<file path="src/rtl/rcf_pkg.sv">
package rcf_pkg;

  // Flag positions within the status word (decoded by software)
  localparam int POS_TRAP  = 15;
  localparam int POS_ILLEG = 14;
  localparam int POS_PIN   = 7;
  localparam int POS_SWRST = 6;
  localparam int POS_WDT   = 4;
  localparam int POS_SLEEP = 3;
  localparam int POS_IDLE  = 2;
  localparam int POS_BOR   = 1;
  localparam int POS_POR   = 0;

  localparam int STATUS_W  = 16;

  // Implemented-bit mask derived from the positions above
  localparam logic [STATUS_W-1:0] FLAG_MASK =
      (STATUS_W'(1) << POS_TRAP)  | (STATUS_W'(1) << POS_ILLEG) |
      (STATUS_W'(1) << POS_PIN)   | (STATUS_W'(1) << POS_SWRST) |
      (STATUS_W'(1) << POS_WDT)   | (STATUS_W'(1) << POS_SLEEP) |
      (STATUS_W'(1) << POS_IDLE)  | (STATUS_W'(1) << POS_BOR)   |
      (STATUS_W'(1) << POS_POR);

  // Flags wiped by a supply event: everything except the power-on flag
  localparam logic [STATUS_W-1:0] SUPPLY_CLR_MASK =
      FLAG_MASK & ~(STATUS_W'(1) << POS_POR);

  // Flags wiped by any power-save instruction
  localparam logic [STATUS_W-1:0] PSAVE_CLR_MASK =
      (STATUS_W'(1) << POS_SLEEP) | (STATUS_W'(1) << POS_IDLE);

  typedef struct packed {
    logic trap;
    logic illeg;
    logic pin;
    logic swrst;
    logic wdt;
    logic sleep;
    logic idle;
    logic bor;
    logic por;
  } rcf_evt_t;

endpackage

</file>
<file path="src/rtl/rcf_rst_sync.sv">
module rcf_rst_sync #(
  parameter int STAGES = 2
) (
  input  logic clk,
  input  logic rst_n,
  output logic rst_n_sync
);
  logic [STAGES-1:0] sync_q;
  logic [STAGES-1:0] sync_d;

  always_comb begin
    sync_d = {sync_q[STAGES-2:0], 1'b1};
  end

  always_ff @(posedge clk or negedge rst_n) begin
    if (!rst_n) sync_q <= '0;
    else        sync_q <= sync_d;
  end

  assign rst_n_sync = sync_q[STAGES-1];
endmodule

</file>
<file path="src/rtl/rcf_event_map.sv">
module rcf_event_map
  import rcf_pkg::*;
#(
  parameter int WORD_W = STATUS_W
) (
  input  rcf_evt_t            evt,
  output logic [WORD_W-1:0]   set_mask,
  output logic [WORD_W-1:0]   clr_mask,
  output logic                rst_any,
  output logic                rst_por
);
  localparam logic [WORD_W-1:0] SUP_CLR = WORD_W'(SUPPLY_CLR_MASK);
  localparam logic [WORD_W-1:0] PS_CLR  = WORD_W'(PSAVE_CLR_MASK);

  always_comb begin
    set_mask = '0;
    if (evt.trap)  set_mask[POS_TRAP]  = 1'b1;
    if (evt.illeg) set_mask[POS_ILLEG] = 1'b1;
    if (evt.pin)   set_mask[POS_PIN]   = 1'b1;
    if (evt.swrst) set_mask[POS_SWRST] = 1'b1;
    if (evt.wdt)   set_mask[POS_WDT]   = 1'b1;
    if (evt.sleep) set_mask[POS_SLEEP] = 1'b1;
    if (evt.idle)  set_mask[POS_IDLE]  = 1'b1;
    if (evt.bor)   set_mask[POS_BOR]   = 1'b1;
    if (evt.por) begin
      set_mask[POS_POR] = 1'b1;
      set_mask[POS_BOR] = 1'b1;
    end
  end

  always_comb begin
    clr_mask = '0;
    if (evt.por || evt.bor)     clr_mask = clr_mask | SUP_CLR;
    if (evt.sleep || evt.idle)  clr_mask = clr_mask | PS_CLR;
  end

  always_comb begin
    rst_any = evt.por | evt.bor | evt.pin | evt.wdt | evt.swrst;
    rst_por = evt.por;
  end
endmodule

</file>
<file path="src/rtl/rcf_flag_bank.sv">
module rcf_flag_bank #(
  parameter int                  WORD_W    = 16,
  parameter logic [WORD_W-1:0]   IMPL_MASK = '1
) (
  input  logic              clk,
  input  logic              rst_n,
  input  logic [WORD_W-1:0] set_mask,
  input  logic [WORD_W-1:0] clr_mask,
  input  logic              wr_en,
  input  logic [WORD_W-1:0] wr_data,
  output logic [WORD_W-1:0] flags
);
  for (genvar i = 0; i < WORD_W; i++) begin : g_bit
    if (IMPL_MASK[i]) begin : g_impl
      logic q;
      logic base;
      logic nxt;
      logic en;

      always_comb begin
        base = wr_en ? wr_data[i] : q;
        nxt  = (base & ~clr_mask[i]) | set_mask[i];
        en   = wr_en | clr_mask[i] | set_mask[i];
      end

      always_ff @(posedge clk or negedge rst_n) begin
        if (!rst_n)  q <= 1'b0;
        else if (en) q <= nxt;
      end

      assign flags[i] = q;
    end else begin : g_tie
      assign flags[i] = 1'b0;
    end
  end
endmodule

</file>
<file path="src/rtl/rcf_clk_sel.sv">
module rcf_clk_sel #(
  parameter int OSC_W = 3
) (
  input  logic             clk,
  input  logic             rst_n,
  input  logic             rst_any,
  input  logic             rst_por,
  input  logic             clksw_en,
  input  logic [OSC_W-1:0] cfg_osc,
  input  logic [OSC_W-1:0] cur_osc,
  output logic [OSC_W-1:0] src
);
  logic [OSC_W-1:0] src_q;
  logic [OSC_W-1:0] src_d;
  logic             use_cfg;

  always_comb begin
    use_cfg = rst_por | ~clksw_en;
    src_d   = use_cfg ? cfg_osc : cur_osc;
  end

  always_ff @(posedge clk or negedge rst_n) begin
    if (!rst_n)       src_q <= '0;
    else if (rst_any) src_q <= src_d;
  end

  assign src = src_q;
endmodule

</file>
<file path="src/rtl/reset_cause_reg.sv">
module reset_cause_reg
  import rcf_pkg::*;
#(
  parameter int WORD_W = STATUS_W,
  parameter int OSC_W  = 3
) (
  input  logic              clk,
  input  logic              rst_n,
  input  logic              trap_evt,
  input  logic              illeg_evt,
  input  logic              pin_evt,
  input  logic              swrst_evt,
  input  logic              wdt_evt,
  input  logic              sleep_evt,
  input  logic              idle_evt,
  input  logic              bor_evt,
  input  logic              por_evt,
  input  logic              sw_we,
  input  logic [WORD_W-1:0] sw_wdata,
  input  logic              clksw_en,
  input  logic [OSC_W-1:0]  cfg_osc,
  input  logic [OSC_W-1:0]  cur_osc,
  output logic [WORD_W-1:0] status,
  output logic [OSC_W-1:0]  clk_src
);
  localparam logic [WORD_W-1:0] IMPL = WORD_W'(FLAG_MASK);

  logic              rst_n_sync;
  rcf_evt_t          evt;
  logic [WORD_W-1:0] set_mask;
  logic [WORD_W-1:0] clr_mask;
  logic              rst_any;
  logic              rst_por;

  always_comb begin
    evt.trap  = trap_evt;
    evt.illeg = illeg_evt;
    evt.pin   = pin_evt;
    evt.swrst = swrst_evt;
    evt.wdt   = wdt_evt;
    evt.sleep = sleep_evt;
    evt.idle  = idle_evt;
    evt.bor   = bor_evt;
    evt.por   = por_evt;
  end

  rcf_rst_sync #(.STAGES(2)) u_rst_sync (
    .clk        (clk),
    .rst_n      (rst_n),
    .rst_n_sync (rst_n_sync)
  );

  rcf_event_map #(.WORD_W(WORD_W)) u_event_map (
    .evt      (evt),
    .set_mask (set_mask),
    .clr_mask (clr_mask),
    .rst_any  (rst_any),
    .rst_por  (rst_por)
  );

  rcf_flag_bank #(.WORD_W(WORD_W), .IMPL_MASK(IMPL)) u_flag_bank (
    .clk      (clk),
    .rst_n    (rst_n_sync),
    .set_mask (set_mask),
    .clr_mask (clr_mask),
    .wr_en    (sw_we),
    .wr_data  (sw_wdata),
    .flags    (status)
  );

  rcf_clk_sel #(.OSC_W(OSC_W)) u_clk_sel (
    .clk      (clk),
    .rst_n    (rst_n_sync),
    .rst_any  (rst_any),
    .rst_por  (rst_por),
    .clksw_en (clksw_en),
    .cfg_osc  (cfg_osc),
    .cur_osc  (cur_osc),
    .src      (clk_src)
  );
endmodule

</file>
<file path="config.mk">
export PLATFORM = sky130hd
export DESIGN_NAME = reset_cause_reg
export DESIGN_NICKNAME = d
export VERILOG_FILES = /design/src/rtl/rcf_pkg.sv /design/src/rtl/rcf_rst_sync.sv /design/src/rtl/rcf_event_map.sv /design/src/rtl/rcf_flag_bank.sv /design/src/rtl/rcf_clk_sel.sv /design/src/rtl/reset_cause_reg.sv
export SDC_FILE = /design/constraint.sdc
export NUM_CORES = 1
export LEC_CHECK = 0
export BUFFER_PORTS_ARGS = -buffer_cell sky130_fd_sc_hd__buf_2
export CAP_MARGIN = 0
export CORE_MARGIN = 5
export CORE_UTILIZATION = 36
export DETAILED_ROUTE_END_ITERATION = 10
export PLACE_DENSITY = 0.73
export SLEW_MARGIN = 40
export SYNTH_ARGS = -nofsm -noshare
export SYNTH_HDL_FRONTEND = slang
export SYNTH_SLANG_ARGS = --single-unit
</file>
<file path="constraint.sdc">
create_clock -name clk -period 0.8 [get_ports clk]
set_input_delay 0.08 -clock clk [delete_from_list [all_inputs] [get_ports clk]]
set_output_delay 0.08 -clock clk [all_outputs]
set_load 0.05 [all_outputs]
</file>
Word level (Yosys, flattened, before mapping)
Index checks and enable logic that the tools add are counted.

storage, ports and cells
  logic and storage cells = 85
  register bits after elaboration = 14

cells by class
  reductions and logical operators = 2
  mux-type cells = 21
  bitwise logic cells = 51

operators by type and width
  kind               number
  1-bit bitwise OR   32
  1-bit 2-to-1 mux   17
  16-bit 2-to-1 mux  1
  1-bit inverter     10
  1-bit AND          9
  4-bit 2-to-1 mux   1
  3-bit 2-to-1 mux   1
  1-bit logical OR   2
  2-bit 2-to-1 mux   1

Depth between registers and ports, before layout
Gate-level depths: netlist of run 1.

  depth after elaboration = 6
  depth in mapped cells = 4

Cells and area by module
From an unflattened synthesis of run 1, not the netlist that was laid out.

unflattened totals
  cells, all modules = 100
  area total of the unflattened synthesis = 1,021.0 um^2

modules (own cells, without submodules)
  module         sequential area each (um^2)  area each (um^2)  cells each  instances
  rcf_flag_bank  225.2                        518.0             45          1
  rcf_event_map  0.0                          259.0             35          1
  rcf_clk_sel    75.1                         190.2             17          1
  rcf_rst_sync   50.0                         53.8              3           1

Worst setup path after synthesis of run 1
OpenSTA, ideal clock, no wires.

  path kind = input to register
  from = input port por_evt
  to = register u_clk_sel.src_q[0], in the netlist u_clk_sel.src[0]
  setup slack = -506 ps
  data required time = 675 ps
  cell stages on the path = 4
  data arrival time = 1,181 ps
  cell sequence = or2_1 -> buf_6 -> or4_4 -> mux2_4

on the way
  longest elaborated chain between the ends = 4
  elaborated cells on any way between the ends = 6
  those cells by class = 1 x mux; 5 x bitwise

RTL lines
  item                           line                   text
  start, declared                reset_cause_reg.sv:17  input logic por_evt,
  1-bit bitwise OR (4 in a row)  rcf_event_map.sv:38    rst_any = evt.por | evt.bor | evt.pin | evt.wdt | evt.swrst;
  end signal, assigned           rcf_clk_sel.sv:24      else if (rst_any) src_q <= src_d;
  end, declared                  rcf_clk_sel.sv:13      logic [OSC_W-1:0] src_q;

Parallel ways exist; a longest one is shown, timed or not.
A chain may end at the register's enable or synchronous reset.

Worst setup path in the final report of run 1
Same ends and word-level chain as after synthesis.

==> results of run 1 <==
per-stage QoR:
stage | cell area (um^2) | setup TNS, ps
2_1_floorplan | 785 | -1630
3_3_place_gp | 900 | -2050
3_5_place_dp | 900 | -2230
4_1_cts | 1050 | -2230
5_1_grt | 1060 | -2640
6_report | 1060 | -2080
state kept, by name, indices dropped and copies added (netlist names):
register and count:
u_clk_sel.src 3, u_flag_bank.g_bit.g_impl.q 9, u_rst_sync.sync_q 2
cell type report:
cell class	instances	area, um^2
sequential	14	350
inverter	2	7.51
timing repair buffer	47	347
fill	186	923
multi-input combinational	35	298
clock buffer	3	22.5
tap	27	33.8
worst max-delay path, delay by kind of cell:
| family | cells | cell delay [ps] |
|---|---|---|
| multiplexers | 1 | 320 |
| AND/OR/NAND/NOR | 2 | 700 |
| buffers and inverters | 1 | 90 |
synthesized netlist by cell type:
cell type  count  area (um^2)
dfrtp_1       14          350
and2b_2        1         8.76
mux2i_1        7         70.1
buf_2          1         5.00
inv_1          2         7.51
or2_1          1         6.26
mux2_4         3         45.0
mux2_2         3         33.8
a211o_2        2         20.0
buf_4         16          120
conb_1         2         7.51
or4_4          1         11.3
nor2b_1        2         12.5
o31ai_1        2         15.0
buf_6          1         11.3
o21bai_1       5         37.5
path summary, 6_finish.rpt:
kind	end	slack [ps]	from
min in group asynchronous	u_rst_sync.sync_q[0]$_DFF_PN0_	130	rst_n
worst min-delay path	u_flag_bank.g_bit[15].g_impl.q$_DFFE_PN0P_	10	trap_evt
max in group asynchronous	u_flag_bank.g_bit[2].g_impl.q$_DFFE_PN0P_	300	u_rst_sync.sync_q[1]$_DFF_PN0_
worst max register to register	u_clk_sel.src[0]$_DFFE_PN0P_	-100	u_clk_sel.src[0]$_DFFE_PN0P_
worst min register to register	u_flag_bank.g_bit[7].g_impl.q$_DFFE_PN0P_	190	u_rst_sync.sync_q[1]$_DFF_PN0_
worst max-delay path	u_clk_sel.src[0]$_DFFE_PN0P_	-230	por_evt
metal layers:
metal	track usage	wire, um	vias up
met4	0.0610	12	0
met1	0.112	601	272
met5	0	0	-
met3	0.0464	160	2
li1	-	-	267
met2	0.209	926	25
cells by family (layout without fill, tap and decap cells):
family	Yosys count	in the layout	synth area share
AOI/OAI and AO/OA	9	9	0.0952
buffers and inverters	20	52	0.189
DFF	14	14	0.460
muxes	13	13	0.195
other	2	8	0.00986
and+or+nand+nor	5	5	0.0509
layout by cell type, fill, tap and decap left out:
cell type      Yosys  routed
dfrtp_1           14      14
a211o_2            2       2
o21bai_1           5       5
and2b_2            1       1
buf_4             16       4
buf_2              1      26
mux2_2             3       3
o31ai_2            0       1
or2_4              0       1
conb_1             2       8
o31ai_1            2       1
mux2i_1            7       7
dlygate4sd3_1      0       4
nor2b_1            2       2
mux2_4             3       3
buf_6              1      13
or4_4              1       1
clkbuf_4           0       3
inv_1              2       2
report_power, final:
part           leakage [nW]  internal (mW)  switching (mW)
clock network        0.0138          0.174           0.196
registers             0.157          0.754          0.0433
logic                 0.371          0.227           0.324
repair_timing:
item,CTS,global route
setup buffers,1,0
gates resized for setup,26,1
pin swaps,1,2
endpoints found under the hold margin,5,0
hold buffers,4,0
endpoints found under the setup margin,17,19
==> impl_metrics.json, run 1 <==
{
  "nNetsFinal": 138,
  "final-setup-viol-count": 17,
  "worstSetupStartpointType": "input port",
  "synth_seq_cells": 14,
  "numCtsBuffers": 3,
  "cts_tree": "done",
  "fmax_mhz": 971,
  "synth_cell_type_count": 16,
  "rsz0062_at_grt": "true",
  "worst_slack_ps": -230,
  "grt_overflow": 0,
  "syn_area_per_cell_um2": 12.1,
  "numPortBuffers": 39,
  "hold_class": "input port to flip-flop",
  "setup.worst_path.end_class": "flip-flop",
  "ant_nets": 0,
  "grt_pass1_vias": 621,
  "synthCells": 63,
  "start_util": 0.384,
  "die-area_um2": 3140,
  "worst_path_largest_cell_delay_ps": 460,
  "crit_type": "input port to flip-flop",
  "violations": "negative setup slack",
  "fp.coreArea_um2": 1980,
  "area_growth_pct": 38.9,
  "chipWidth_um": 56.0,
  "dp_hpwl_um": 1300,
  "track_usage": 0.116,
  "path_cells": "buf_6, or2_4, or4_4, mux2_4",
  "fin_crit_ps": 1030,
  "rr_worst_depth": 2,
  "period_share": 1.29,
  "viasPerCell": 4.42,
  "hold_violations": 0,
  "placed_cells": 120,
  "drtIter0Drc": 2,
  "status": "finished, violations left",
  "grt_pass1_wl_um": 2750,
  "cp_data_arrival_time_ps": 1180,
  "power-per-cell-area_nw_per_um2": 1620,
  "critPathRequiredTime_ps": 950,
  "clk_path_buf_depth": 2,
  "antenna_cells": 0,
  "path_clk_slew_ps": 70,
  "drive_above_1_share": 0.574,
  "clkLatencyLatePin_ps": 260,
  "cts_sinks": 14,
  "num_vias": 566,
  "cts-htree-levels": 1,
  "peakVddDrop_mv": 0.751,
  "whs_ps": 12.6,
  "wl_per_cell_um": 13.3,
  "grt_max_degree": 13,
  "root_buffer": "clkbuf_4",
  "dieHeight_um": 56.0,
  "pre_cts_slack_ps": -541,
  "p_leak_nw": 0.542,
  "syn_area_um2": 762,
  "slew_viol_final": 0,
  "max-cap-violations": 0,
  "drt_pass1_iterations": 3,
  "finalPower_mw": 1.72,
  "antenna_found_initial": 0,
  "yosysSeqAreaShare": 0.460,
  "yosys_warnings": 0,
  "stdcell_count": 128,
  "skew_ps": 0.557,
  "gp_congestion": 0.691,
  "wl_um": 1700,
  "drc_errors": 0,
  "rows": 16,
  "io_pins": 54,
  "cpMaxStageDelayCell": "or4_4",
  "utilization": 0.534,
  "whs_path_depth": 2,
  "crit_fanout": 3
}
Note: power is estimated with default switching activity, not from simulation.
==> inputs of run 2 (changes only) <==
- CELL_PAD_IN_SITES_DETAIL_PLACEMENT: not set -> 1
- CELL_PAD_IN_SITES_GLOBAL_PLACEMENT: not set -> 2
- CORE_UTILIZATION: 36 -> 20
- PLACE_DENSITY: 0.73 -> 0.72
==> impl_metrics.json, run 2 (synthesized netlist as in run 1, its figures left out) <==
{
  "worst_slack_ps": -270,
  "power-per-cell-area_nw_per_um2": 1730,
  "clkLatencyLatePin_ps": 240,
  "grt_pass1_vias": 647,
  "cts-htree-levels": 1,
  "setup.worst_path.end_class": "flip-flop",
  "worstSetupStartpointType": "input port",
  "final-setup-viol-count": 19,
  "fmax_mhz": 935,
  "dp_hpwl_um": 1640,
  "io_pins": 54,
  "placed_cells": 142,
  "area_growth_pct": 45.2,
  "viasPerCell": 3.78,
  "violations": "negative setup slack",
  "rows": 22,
  "dpl_cell_area_um2": 933,
  "clk_path_buf_depth": 2,
  "hold_violations": 0,
  "skew_ps": 1.13,
  "dieHeight_um": 71.7,
  "final_cell_mix": "26 x buf_2, 14 x dfrtp_1, 13 x buf_6",
  "drive_above_1_share": 0.610,
  "hold_class": "input port to flip-flop",
  "ant_nets": 0,
  "final_cell_area_um2": 1110,
  "drtIter0Drc": 2,
  "pre_cts_slack_ps": -534,
  "gp_congestion": 0.751,
  "fp.coreArea_um2": 3690,
  "wl_per_cell_um": 13.0,
  "cp_data_arrival_time_ps": 1190,
  "rr_worst_depth": 2,
  "whs_path_depth": 2,
  "path_clk_slew_ps": 50,
  "start_util": 0.207,
  "nFillCells": 428,
  "track_usage": 0.0814,
  "max-cap-violations": 0,
  "nNetsFinal": 137,
  "die-area_um2": 5140,
  "antenna_found_initial": 0,
  "fin_crit_ps": 1070,
  "status": "finished, violations left",
  "cts_sinks": 14,
  "p_leak_nw": 0.565,
  "stdcell_count": 148,
  "numPortBuffers": 39,
  "grt_max_degree": 13,
  "grt_overflow": 0,
  "wl_um": 1930,
  "crit_type": "input port to flip-flop",
  "regMostFlops": "u_flag_bank.g_bit.g_impl.q",
  "grt_pass1_wl_um": 3180,
  "crit_fanout": 3,
  "rsz0062_at_grt": "true",
  "largest_register_ff_count": 9,
  "slew_viol_final": 0,
  "drc_errors": 0,
  "cts_tree": "done",
  "tns_ps": -1870,
  "period_share": 1.34,
  "chipWidth_um": 71.7,
  "critPathRequiredTime_ps": 920,
  "peakVddDrop_mv": 0.745,
  "antenna_cells": 0,
  "reg2reg_slack_ps": -80,
  "numCtsBuffers": 3,
  "num_vias": 560,
  "root_buffer": "clkbuf_8",
  "drt_pass1_iterations": 2,
  "final_common_cell": "buf_2"
}
==> run 2: final cells by class <==
type | count | area (um^2) | area share
clock buffers | 3 | 41.3 | 0.0373
inverters | 2 | 7.51 | 0.00679
repair buffers | 46 | 339 | 0.307
well taps | 48 | 60.1 | 0.0543
flip-flops and latches | 14 | 350 | 0.317
multi-input cells | 35 | 308 | 0.278
==> run 2: worst max-delay path, stage by stage <==
cell,delay (ps)
buf_6,90
or2_4,240
or4_4,460
mux2_4,320
==> run 2: path summary, 6_finish.rpt <==
| path | endpoint | start |
|---|---|---|
| hold reg to reg | u_flag_bank.g_bit[7].g_impl.q$_DFFE_PN0P_ | u_rst_sync.sync_q[1]$_DFF_PN0_ |
| hold / removal | u_flag_bank.g_bit[3].g_impl.q$_DFFE_PN0P_ | idle_evt |
| setup / recovery | u_clk_sel.src[2]$_DFFE_PN0P_ | por_evt |
| max in group asynchronous | u_flag_bank.g_bit[15].g_impl.q$_DFFE_PN0P_ | u_rst_sync.sync_q[1]$_DFF_PN0_ |
| setup reg to reg | u_flag_bank.g_bit[0].g_impl.q$_DFFE_PN0P_ | u_flag_bank.g_bit[0].g_impl.q$_DFFE_PN0P_ |
| min in group asynchronous | u_rst_sync.sync_q[0]$_DFF_PN0_ | rst_n |
==> run 2: where the power goes <==
part,internal [mW],switching [mW],total [mW]
registers,0.756,0.0324,0.789
logic,0.236,0.337,0.572
clock network,0.332,0.217,0.549
total,1.32,0.586,1.91
==> run 2: per-stage QoR <==
step / hold WS (ps) / util / total power, mW
2_1_floorplan: -216 / - / 1.20
3_3_place_gp: -135 / 0.253 / 1.28
3_5_place_dp: -127 / 0.253 / 1.29
4_1_cts: 38.2 / 0.293 / 1.93
5_1_grt: 33.8 / 0.300 / 2.03
6_report: 41.8 / 0.300 / 1.91
==> run 2: layer usage <==
layer | GRT usage | vias up | wire (um)
met1 | 0.0921 | 278 | 729
met3 | 0.0238 | 2 | 96
met2 | 0.143 | 19 | 1070
met5 | 0 | - | 0
li1 | - | 261 | -
met4 | 0.0313 | 0 | 31
==> run 2: what timing repair did <==
item	4_1_cts	5_1_grt
gates resized for setup	27	5
hold buffers	1	0
setup buffers	1	1
pin swaps	1	0
setup endpoints to repair	17	19
gates cloned	0	0
hold endpoints to repair	2	0
==> inputs of run 3 (changes only) <==
- CORE_UTILIZATION: 20 -> 23
- PLACE_DENSITY: 0.72 -> 0.74
- RECOVER_POWER: not set -> 100
- SYNTH_HIERARCHICAL: not set -> 1
==> impl_metrics.json, run 3 <==
{
  "ant_nets": 0,
  "path_clk_slew_ps": 60,
  "gp_congestion": 0.736,
  "cp_data_arrival_time_ps": 1140,
  "clk_path_buf_depth": 2,
  "cts-htree-levels": 1,
  "wl_um": 2190,
  "antenna_cells": 0,
  "max-cap-violations": 0,
  "p_leak_nw": 0.579,
  "syn_area_um2": 916,
  "worst_slack_ps": -223,
  "io_pins": 54,
  "highest_layer": "met4",
  "cts_sinks": 14,
  "final_cell_mix": "25 x buf_2, 15 x buf_6, 14 x dfrtp_1",
  "wl_per_cell_um": 13.5,
  "start_util": 0.232,
  "fmax_mhz": 977,
  "grt_pass1_wl_um": 3460,
  "die-area_um2": 5340,
  "num_vias": 641,
  "violations": "negative setup slack",
  "crit_fanout": 5,
  "cts_tree": "done",
  "regMostFlops": "u_flag_bank/g_bit.g_impl.q",
  "rows": 23,
  "power-per-cell-area_nw_per_um2": 1760,
  "worstSetupStartpointType": "input port",
  "placed_cells": 150,
  "track_usage": 0.0852,
  "dieHeight_um": 73.1,
  "final_common_cell": "buf_2",
  "critPathRequiredTime_ps": 920,
  "hold_violations": 0,
  "numCtsBuffers": 3,
  "area_growth_pct": 28.3,
  "wl_met1_um": 840,
  "drtIter0Drc": 2,
  "status": "finished, violations left",
  "drc_errors": 0,
  "final-setup-viol-count": 20,
  "yosys_warnings": 6,
  "dr_wl_met2_um": 1110,
  "peakVddDrop_mv": 0.586,
  "antenna_found_initial": 0,
  "fp.coreArea_um2": 3940,
  "dp_hpwl_um": 1670,
  "nNetsFinal": 148,
  "chipWidth_um": 73.1,
  "viasPerCell": 3.96,
  "rsz0062_at_grt": "true",
  "grt_max_degree": 10,
  "drive_above_1_share": 0.536,
  "numPortBuffers": 39,
  "tns_ps": -1830,
  "synthCells": 86,
  "grt_pass1_vias": 757,
  "stdcell_count": 162,
  "root_buffer": "clkbuf_8",
  "fin_crit_ps": 1020,
  "drt_pass1_iterations": 2,
  "wl_met3_um": 201,
  "crit_type": "input port to flip-flop",
  "grt_overflow": 0,
  "setup.worst_path.end_class": "flip-flop",
  "skew_ps": 2.82,
  "pre_cts_slack_ps": -488,
  "whs_ps": 43.6,
  "slew_viol_final": 0,
  "hold_class": "input port to flip-flop",
  "largest_register_ff_count": 9,
  "period_share": 1.28,
  "clkLatencyLatePin_ps": 240,
  "syn_area_per_cell_um2": 10.6
}
run 3: repair_timing:
| action | in CTS | in global routing |
|---|---|---|
| endpoints found under the setup margin | 17 | 19 |
| hold endpoints to repair | 2 | 0 |
| hold buffers | 1 | 0 |
| buffers inserted | 5 | 2 |
| cloned | 1 | 0 |
| resized for setup | 29 | 1 |
| pin swaps | 5 | 2 |
run 3: layout make-up:
class | count | area, um^2
flip-flops and latches | 14 | 350
repair buffers | 50 | 365
fillers | 462 | 2770
well taps | 50 | 62.6
clock buffers | 4 | 55.1
multi-input cells | 44 | 342
run 3: path summary, 6_finish.rpt:
check | slack (ps) | end | startpoint | cells past startpoint
setup / recovery | -220 | u_clk_sel/src[2]$_DFFE_PN0P_ | por_evt | 5
hold reg to reg | 70 | u_clk_sel/src[1]$_DFFE_PN0P_ | u_rst_sync/sync_q[1]$_DFF_PN0_ | 0
hold / removal | 40 | u_flag_bank/g_bit[15].g_impl.q$_DFFE_PN0P_ | trap_evt | 2
max in group asynchronous | 260 | u_flag_bank/g_bit[3].g_impl.q$_DFFE_PN0P_ | u_rst_sync/sync_q[1]$_DFF_PN0_ | 1
min in group asynchronous | 70 | u_clk_sel/src[1]$_DFFE_PN0P_ | u_rst_sync/sync_q[1]$_DFF_PN0_ | 0
setup reg to reg | -60 | u_flag_bank/g_bit[14].g_impl.q$_DFFE_PN0P_ | u_flag_bank/g_bit[14].g_impl.q$_DFFE_PN0P_ | 3
run 3: through the flow:
stage                     area [um^2]  power, mW  utilization
after floorplan                   946       1.26            -
after global placement            963       1.29        0.244
after detailed placement          963       1.29        0.244
after CTS                        1170       2.09        0.297
after global routing             1170       2.17        0.298
final                            1170       2.06        0.298
run 3: power breakdown:
part,total (mW),internal [mW],switching (mW),leakage [nW]
clock,0.679,0.435,0.244,0.0288
sequential,0.794,0.757,0.0372,0.160
combinational,0.589,0.235,0.354,0.391
run 3: per-layer routing:
layer,track usage,up-vias
met3,0.0234,4
met1,0.0942,303
met2,0.151,34
met5,0,-
met4,0.0369,0
li1,-,300
run 3: critical path, cell delays in order:
cell      delay (ps)
buf_6             90
or2_4            250
or4_4            460
nand4b_1         150
o211ai_2         100
